File: src/rtl/sram_bridge_pkg.sv
`timescale 1ns/1ps
package sram_bridge_pkg;

    typedef enum logic [2:0] {
        ST_IDLE,
        ST_RD,
        ST_RD_REST,
        ST_WR_SETUP,
        ST_WR_PULSE,
        ST_WR_END,
        ST_DONE
    } state_e;

    // Nanosecond limits of one speed grade.
    typedef struct packed {
        int unsigned rd_cycle;
        int unsigned addr_acc;
        int unsigned oe_acc;
        int unsigned oe_float;
        int unsigned wr_cycle;
        int unsigned sel_to_end;
        int unsigned addr_to_end;
        int unsigned we_width;
        int unsigned data_setup;
    } ns_set_t;

    function automatic ns_set_t grade_ns(input int unsigned grade);
        ns_set_t s;
        if (grade == 0) begin
            s.rd_cycle    = 55;
            s.addr_acc    = 55;
            s.oe_acc      = 25;
            s.oe_float    = 20;
            s.wr_cycle    = 55;
            s.sel_to_end  = 45;
            s.addr_to_end = 45;
            s.we_width    = 40;
            s.data_setup  = 25;
        end else begin
            s.rd_cycle    = 70;
            s.addr_acc    = 70;
            s.oe_acc      = 35;
            s.oe_float    = 25;
            s.wr_cycle    = 70;
            s.sel_to_end  = 60;
            s.addr_to_end = 60;
            s.we_width    = 50;
            s.data_setup  = 30;
        end
        return s;
    endfunction

    function automatic int unsigned max2(input int unsigned a, input int unsigned b);
        return (a > b) ? a : b;
    endfunction

    // Rounds up to whole clock cycles; never less than one.
    function automatic int unsigned to_cyc(input int unsigned ns, input int unsigned clk_ns);
        int unsigned c;
        c = (ns + clk_ns - 1) / clk_ns;
        return (c == 0) ? 1 : c;
    endfunction

    function automatic int unsigned rd_cycles(input int unsigned grade, input int unsigned clk_ns);
        ns_set_t s;
        s = grade_ns(grade);
        return max2(max2(to_cyc(s.addr_acc, clk_ns), to_cyc(s.oe_acc, clk_ns)),
                    to_cyc(s.rd_cycle, clk_ns));
    endfunction

    // Float time of the memory plus one full spare cycle.
    function automatic int unsigned rest_cycles(input int unsigned grade, input int unsigned clk_ns);
        ns_set_t s;
        s = grade_ns(grade);
        return to_cyc(s.oe_float, clk_ns) + 1;
    endfunction

    // The select cycle before the pulse counts toward select/address-to-end.
    function automatic int unsigned pulse_cycles(input int unsigned grade, input int unsigned clk_ns);
        ns_set_t s;
        s = grade_ns(grade);
        return max2(max2(to_cyc(s.we_width, clk_ns), to_cyc(s.data_setup, clk_ns)),
                    max2(to_cyc(s.addr_to_end, clk_ns) - 1, to_cyc(s.sel_to_end, clk_ns) - 1));
    endfunction

    function automatic int unsigned end_cycles(input int unsigned grade, input int unsigned clk_ns);
        ns_set_t     s;
        int unsigned used;
        int unsigned need;
        s    = grade_ns(grade);
        used = 1 + pulse_cycles(grade, clk_ns);
        need = to_cyc(s.wr_cycle, clk_ns);
        return (need > used + 1) ? (need - used) : 1;
    endfunction

endpackage

File: src/rtl/sram_phase_timer.sv
`timescale 1ns/1ps
module sram_phase_timer #(
    parameter int unsigned CW = 4
) (
    input  logic          clk,
    input  logic          rst_n,
    input  logic          load,
    input  logic [CW-1:0] len,
    output logic          last
);
    logic [CW-1:0] cnt_d, cnt_q;

    always_comb begin
        if (load) begin
            cnt_d = len - CW'(1);
        end else if (cnt_q != '0) begin
            cnt_d = cnt_q - CW'(1);
        end else begin
            cnt_d = cnt_q;
        end
    end

    always_ff @(posedge clk or negedge rst_n) begin
        if (!rst_n) begin
            cnt_q <= '0;
        end else begin
            cnt_q <= cnt_d;
        end
    end

    assign last = (cnt_q == '0);
endmodule

File: src/rtl/sram_bridge_fsm.sv
`timescale 1ns/1ps
module sram_bridge_fsm
    import sram_bridge_pkg::*;
#(
    parameter int unsigned AW       = 18,
    parameter int unsigned DW       = 8,
    parameter int unsigned CW       = 4,
    parameter int unsigned RD_LEN   = 3,
    parameter int unsigned REST_LEN = 2,
    parameter int unsigned PUL_LEN  = 2,
    parameter int unsigned END_LEN  = 1
) (
    input  logic          clk,
    input  logic          rst_n,
    input  logic          req,
    input  logic          req_wr,
    input  logic [AW-1:0] req_addr,
    input  logic [DW-1:0] req_wdata,
    input  logic [DW-1:0] mem_dq_in,
    input  logic          tmr_last,
    output logic          tmr_load,
    output logic [CW-1:0] tmr_len,
    output logic          ack,
    output logic [DW-1:0] rd_data,
    output logic [AW-1:0] addr,
    output logic          sel,
    output logic          oe,
    output logic          we,
    output logic          drive,
    output logic [DW-1:0] wdata
);
    typedef struct packed {
        state_e        state;
        logic [AW-1:0] addr;
        logic [DW-1:0] wdata;
        logic [DW-1:0] rdata;
        logic          sel;
        logic          oe;
        logic          we;
        logic          drive;
        logic          ack;
    } regs_t;

    localparam regs_t RESET_VAL = '{
        state: ST_IDLE, addr: '0, wdata: '0, rdata: '0,
        sel: 1'b0, oe: 1'b0, we: 1'b0, drive: 1'b0, ack: 1'b0
    };

    regs_t st_d, st_q;

    always_comb begin
        st_d     = st_q;
        st_d.ack = 1'b0;
        tmr_load = 1'b0;
        tmr_len  = '0;
        case (st_q.state)
            ST_IDLE: begin
                if (req) begin
                    st_d.addr  = req_addr;
                    st_d.wdata = req_wdata;
                    st_d.sel   = 1'b1;
                    if (req_wr) begin
                        st_d.state = ST_WR_SETUP;
                    end else begin
                        st_d.state = ST_RD;
                        st_d.oe    = 1'b1;
                        tmr_load   = 1'b1;
                        tmr_len    = CW'(RD_LEN);
                    end
                end
            end
            ST_RD: begin
                if (tmr_last) begin
                    st_d.rdata = mem_dq_in;
                    st_d.sel   = 1'b0;
                    st_d.oe    = 1'b0;
                    st_d.ack   = 1'b1;
                    st_d.state = ST_RD_REST;
                    tmr_load   = 1'b1;
                    tmr_len    = CW'(REST_LEN);
                end
            end
            ST_RD_REST: begin
                if (tmr_last) begin
                    st_d.state = ST_IDLE;
                end
            end
            ST_WR_SETUP: begin
                st_d.we    = 1'b1;
                st_d.drive = 1'b1;
                st_d.state = ST_WR_PULSE;
                tmr_load   = 1'b1;
                tmr_len    = CW'(PUL_LEN);
            end
            ST_WR_PULSE: begin
                if (tmr_last) begin
                    st_d.we    = 1'b0;
                    st_d.drive = 1'b0;
                    st_d.state = ST_WR_END;
                    tmr_load   = 1'b1;
                    tmr_len    = CW'(END_LEN);
                end
            end
            ST_WR_END: begin
                if (tmr_last) begin
                    st_d.sel   = 1'b0;
                    st_d.ack   = 1'b1;
                    st_d.state = ST_DONE;
                end
            end
            ST_DONE: begin
                st_d.state = ST_IDLE;
            end
            default: begin
                st_d = RESET_VAL;
            end
        endcase
    end

    always_ff @(posedge clk or negedge rst_n) begin
        if (!rst_n) begin
            st_q <= RESET_VAL;
        end else begin
            st_q <= st_d;
        end
    end

    assign ack     = st_q.ack;
    assign rd_data = st_q.rdata;
    assign addr    = st_q.addr;
    assign sel     = st_q.sel;
    assign oe      = st_q.oe;
    assign we      = st_q.we;
    assign drive   = st_q.drive;
    assign wdata   = st_q.wdata;
endmodule

File: src/rtl/sram_bridge.sv
`timescale 1ns/1ps
module sram_bridge #(
    parameter int unsigned CLK_NS = 20,
    parameter int unsigned GRADE  = 0,
    parameter int unsigned AW     = 18,
    parameter int unsigned DW     = 8
) (
    input  logic          clk,
    input  logic          rst_n,
    input  logic          req,
    input  logic          req_wr,
    input  logic [AW-1:0] req_addr,
    input  logic [DW-1:0] req_wdata,
    output logic          ack,
    output logic [DW-1:0] rd_data,
    output logic [AW-1:0] mem_addr,
    output logic          mem_ce1_n,
    output logic          mem_ce2,
    output logic          mem_oe_n,
    output logic          mem_we_n,
    output logic [DW-1:0] mem_dq_out,
    input  logic [DW-1:0] mem_dq_in,
    output logic          mem_dq_oe
);
    localparam int unsigned RD_LEN   = sram_bridge_pkg::rd_cycles(GRADE, CLK_NS);
    localparam int unsigned REST_LEN = sram_bridge_pkg::rest_cycles(GRADE, CLK_NS);
    localparam int unsigned PUL_LEN  = sram_bridge_pkg::pulse_cycles(GRADE, CLK_NS);
    localparam int unsigned END_LEN  = sram_bridge_pkg::end_cycles(GRADE, CLK_NS);
    localparam int unsigned LEN_MAX  = sram_bridge_pkg::max2(
                                           sram_bridge_pkg::max2(RD_LEN, REST_LEN),
                                           sram_bridge_pkg::max2(PUL_LEN, END_LEN));
    localparam int unsigned CW       = $clog2(LEN_MAX + 1);

    logic          tmr_load;
    logic [CW-1:0] tmr_len;
    logic          tmr_last;
    logic          sel, oe, we, drive;

    sram_phase_timer #(.CW(CW)) u_timer (
        .clk   (clk),
        .rst_n (rst_n),
        .load  (tmr_load),
        .len   (tmr_len),
        .last  (tmr_last)
    );

    sram_bridge_fsm #(
        .AW(AW), .DW(DW), .CW(CW),
        .RD_LEN(RD_LEN), .REST_LEN(REST_LEN), .PUL_LEN(PUL_LEN), .END_LEN(END_LEN)
    ) u_fsm (
        .clk       (clk),
        .rst_n     (rst_n),
        .req       (req),
        .req_wr    (req_wr),
        .req_addr  (req_addr),
        .req_wdata (req_wdata),
        .mem_dq_in (mem_dq_in),
        .tmr_last  (tmr_last),
        .tmr_load  (tmr_load),
        .tmr_len   (tmr_len),
        .ack       (ack),
        .rd_data   (rd_data),
        .addr      (mem_addr),
        .sel       (sel),
        .oe        (oe),
        .we        (we),
        .drive     (drive),
        .wdata     (mem_dq_out)
    );

    // One select register feeds both enables, so they can never disagree.
    assign mem_ce1_n = ~sel;
    assign mem_ce2   = sel;
    assign mem_oe_n  = ~oe;
    assign mem_we_n  = ~we;
    assign mem_dq_oe = drive;
endmodule

File: config.mk
export PLATFORM = sky130hd
export DESIGN_NAME = sram_bridge
export DESIGN_NICKNAME = d
export VERILOG_FILES = /design/src/rtl/sram_bridge_pkg.sv /design/src/rtl/sram_phase_timer.sv /design/src/rtl/sram_bridge_fsm.sv /design/src/rtl/sram_bridge.sv
export SDC_FILE = /design/constraint.sdc
export NUM_CORES = 1
export LEC_CHECK = 0
export ABC_AREA = 0
export CAP_MARGIN = 25
export CORE_ASPECT_RATIO = 0.8
export CORE_MARGIN = 10
export CORE_UTILIZATION = 29
export DETAILED_ROUTE_END_ITERATION = 10
export PLACE_DENSITY = 0.61
export SYNTH_ARGS = -nofsm -noshare
export SYNTH_HDL_FRONTEND = slang
export SYNTH_SLANG_ARGS = --single-unit
File: constraint.sdc
create_clock -name clk -period 1.7 [get_ports clk]
set_input_delay 0.34 -clock clk [delete_from_list [all_inputs] [get_ports clk]]
set_output_delay 0.34 -clock clk [all_outputs]
set_load 0.01 [all_outputs]
==> run metrics <==
CTS Sinks 43; initial antenna violation count 0; status completed; DIE AREA 11970 µm²; Worst Setup End Kind register; final setup fails 0; R2R depth 7; CP Data Arrival Time 1.87 ns; YS warnings 0; H-tree levels 2; first-pass GRT wire length 9660 µm; met3 Use GR 3.814%; Fmax achieved 0.6114 GHz; Wirelength per Cell 13.43 µm; Yosys top cell area share 46.51%; synth top area cells dfrtp_1 (47%), buf_4 (11%), nand2_1 (10%), o21ai_1 (5.8%), mux2i_1 (3.9%); gr ovfl total 0; root buf cell clkbuf_8; post-synth top area cell dfrtp_1; chip width 119.9 µm; Synth Net Count 298; CP Capture Point u_timer.cnt_q[0]; synthesized instance count 255; drt first-iter violations 122; Internal 3.532 mW; leak pwr 1.361 nW; r2r endpoint u_timer.cnt_q[0]; Crit Path Class reg2reg; clock share of power 11.1%; Power Dens Cells 1871 nW/µm²; count leader, synth nand2_1; vias in the first global route 1861; number of top-level pins 78; largest net degree at the start of global routing 37; Final Hold Vio Count 0; worst skew pair latency 0.29 ns; final setup TNS 0 ns; pre-CTS setup slack -0.06634 ns; crit path launch u_fsm.st_q[40]; Antenna diodes 0; crit path launch type register; min-delay worst type reg2reg; Synth Flop Type dfrtp_1; GR peak layer met2; First-pass DRT Iterations 4; Worst-Margin Slew 0.4584 ns; area delta synth->final 36.61%; Sw Share 40.27%; DRT Wirelength 5599 µm; RSZ-0062 raised after global routing yes; share of cells above drive strength 1 12.62%; syn avg cell area 9.072 µm²; Synth Cell Area 2313 µm²; Yosys reg bits 43; Final min period 1.636 ns; Setup Buffers After CTS 0; met2 Usage GRT 14.48%; Reg power frac 29.9%; number of port buffers 77; vias after detailed routing 1748; CTS Buf Count 5; FP Rows 29; Logic pwr share 59.1%; clock buffer depth 2; antenna violation net count after detailed routing 0; GP Congestion 0.8035; Crit Path Max Fanout 6; CP Data Required Time 1.93 ns; Max VDD drop 0.0006698 V; Final Core Density 40.33%; All-Layer GR Usage 9.520%; setup slack, reg-to-reg 0.06 ns; core footprint 7838 µm²; met1 Use GR 12.48%; CTS tree yes; Pwr Total 5.914 mW; Worst Clk Skew 0.005831 ns; Starting Density 29.52%; final worst-path setup slack 0.06433 ns; Die H 99.89 µm; EDFF count, synth 0; Slew Limit Fails 0; max_cap viols 0; Clk pin slew, worst setup/hold paths 0.09 ns; Rel. slew slack 69.44%; Critical R2R Launch u_fsm.st_q[40]; final critical-path share of the clock period 96.22%; Avg Vias per Cell 4.192; register area share after synthesis 46.51%; async set or reset register ratio after synthesis 100.0%; Synth cell types 36; Placed Cells 408; Residual DRC 0; Finished Layout Cells 417; most frequent cells after synthesis nand2_1 (64), dfrtp_1 (43), buf_4 (35); fin nets 351; HPWL after DPL 4278 µm; Sw Pwr 2.381 mW
[registers in the layout (all words and copies together), names as in the netlist]
signal	flops
u_fsm.addr	18
u_fsm.rd_data	8
u_fsm.wdata	8
u_fsm.st_q	3
u_timer.cnt_q	2
u_fsm.ack	1
u_fsm.oe	1
u_fsm.sel	1
u_fsm.we	1
[cell families after synthesis]
| group | synth area share [%] |
|---|---|
| buf+inv | 17.36 |
| compound gates | 13.68 |
| mux | 4.381 |
| fa+ha+maj | 2.704 |
| simple gates | 15.36 |
| flops | 46.51 |
[power groups by stage]
| stage | clock [mW] | combinational [mW] | sequential (mW) |
|---|---|---|---|
| 2_1_floorplan | 0 | 2.48 | 1.72 |
| 3_3_place_gp | 0 | 3.48 | 1.78 |
| 3_5_place_dp | 0 | 3.54 | 1.78 |
| 4_1_cts | 0.697 | 3.55 | 1.76 |
| 5_1_grt | 0.736 | 3.91 | 1.83 |
| 6_report | 0.655 | 3.49 | 1.77 |
[how the worst min path moves through the flow]
| stage | startpoint | end | slack, ns | cells past startpoint |
|---|---|---|---|---|
| 2_1_floorplan | rst_n | u_fsm.ack | 0.04 | 0 |
| 3_3_place_gp | rst_n | u_fsm.addr[3] | 0.30 | 1 |
| 3_5_place_dp | rst_n | u_fsm.addr[3] | 0.32 | 1 |
| 4_1_cts | u_fsm.addr[5] | u_fsm.addr[5] | 0.50 | 2 |
| 5_1_grt | u_fsm.wdata[5] | u_fsm.wdata[5] | 0.51 | 2 |
| 6_report | u_fsm.addr[7] | u_fsm.addr[7] | 0.49 | 2 |
[metal layers]
metal / vias up / routed length, µm
li1: 895 / -
met4: 0 / 11
met5: - / 0
met1: 793 / 2724
met3: 2 / 456
met2: 58 / 2406
[worst max-delay path, cell delays in order, from the launching register on]
cell and delay (ns):
dfrtp_1 0.40, inv_2 0.12, ha_2 0.26, buf_4 0.14
nor2b_1 0.20, a211oi_1 0.08, o22ai_1 0.17, o311a_1 0.19
[layout make-up]
type	count	area (µm²)
Timing Repair Buffer	94	927.1
Multi-Input combinational cell	147	869.6
Clock inverter	2	12.51
Sequential cell	43	1077
Tap cell	108	135.1
Inverter	17	66.31
Clock buffer	6	72.57
Fill cell	810	4677
[placed cells by master, fill, tap and decap left out, types with 2 or more instances in the layout]
master	count
nor2b_1	3
o211a_1	2
buf_12	2
nor2_1	7
mux2i_1	9
ha_1	3
and2_1	2
buf_4	13
a31oi_1	2
clkbuf_8	5
o21ai_1	27
inv_1	13
o21ai_0	3
dfrtp_1	42
inv_2	3
clkdlybuf4s50_1	75
a21oi_1	4
nand2b_1	2
nand2_1	64
[metrics by stage]
stage / instance area (µm²) / hold slack [ns]
final: 3161 / 0.4887
after global routing: 3161 / 0.5067
after CTS: 3146 / 0.4954
after detailed placement: 3048 / 0.3174
after global placement: 3048 / 0.3004
after floorplan: 2326 / 0.04441
[repair_timing]
action | 4_1_cts | 5_1_grt
hold endpoints to repair | 17 | 0
gates resized for setup | 1 | 5
cloned | 0 | 0
setup endpoints to repair | 9 | 20
pin swaps | 0 | 1
hold buffers | 1 | 0
No activity file was read; power rests on OpenSTA's default activity.
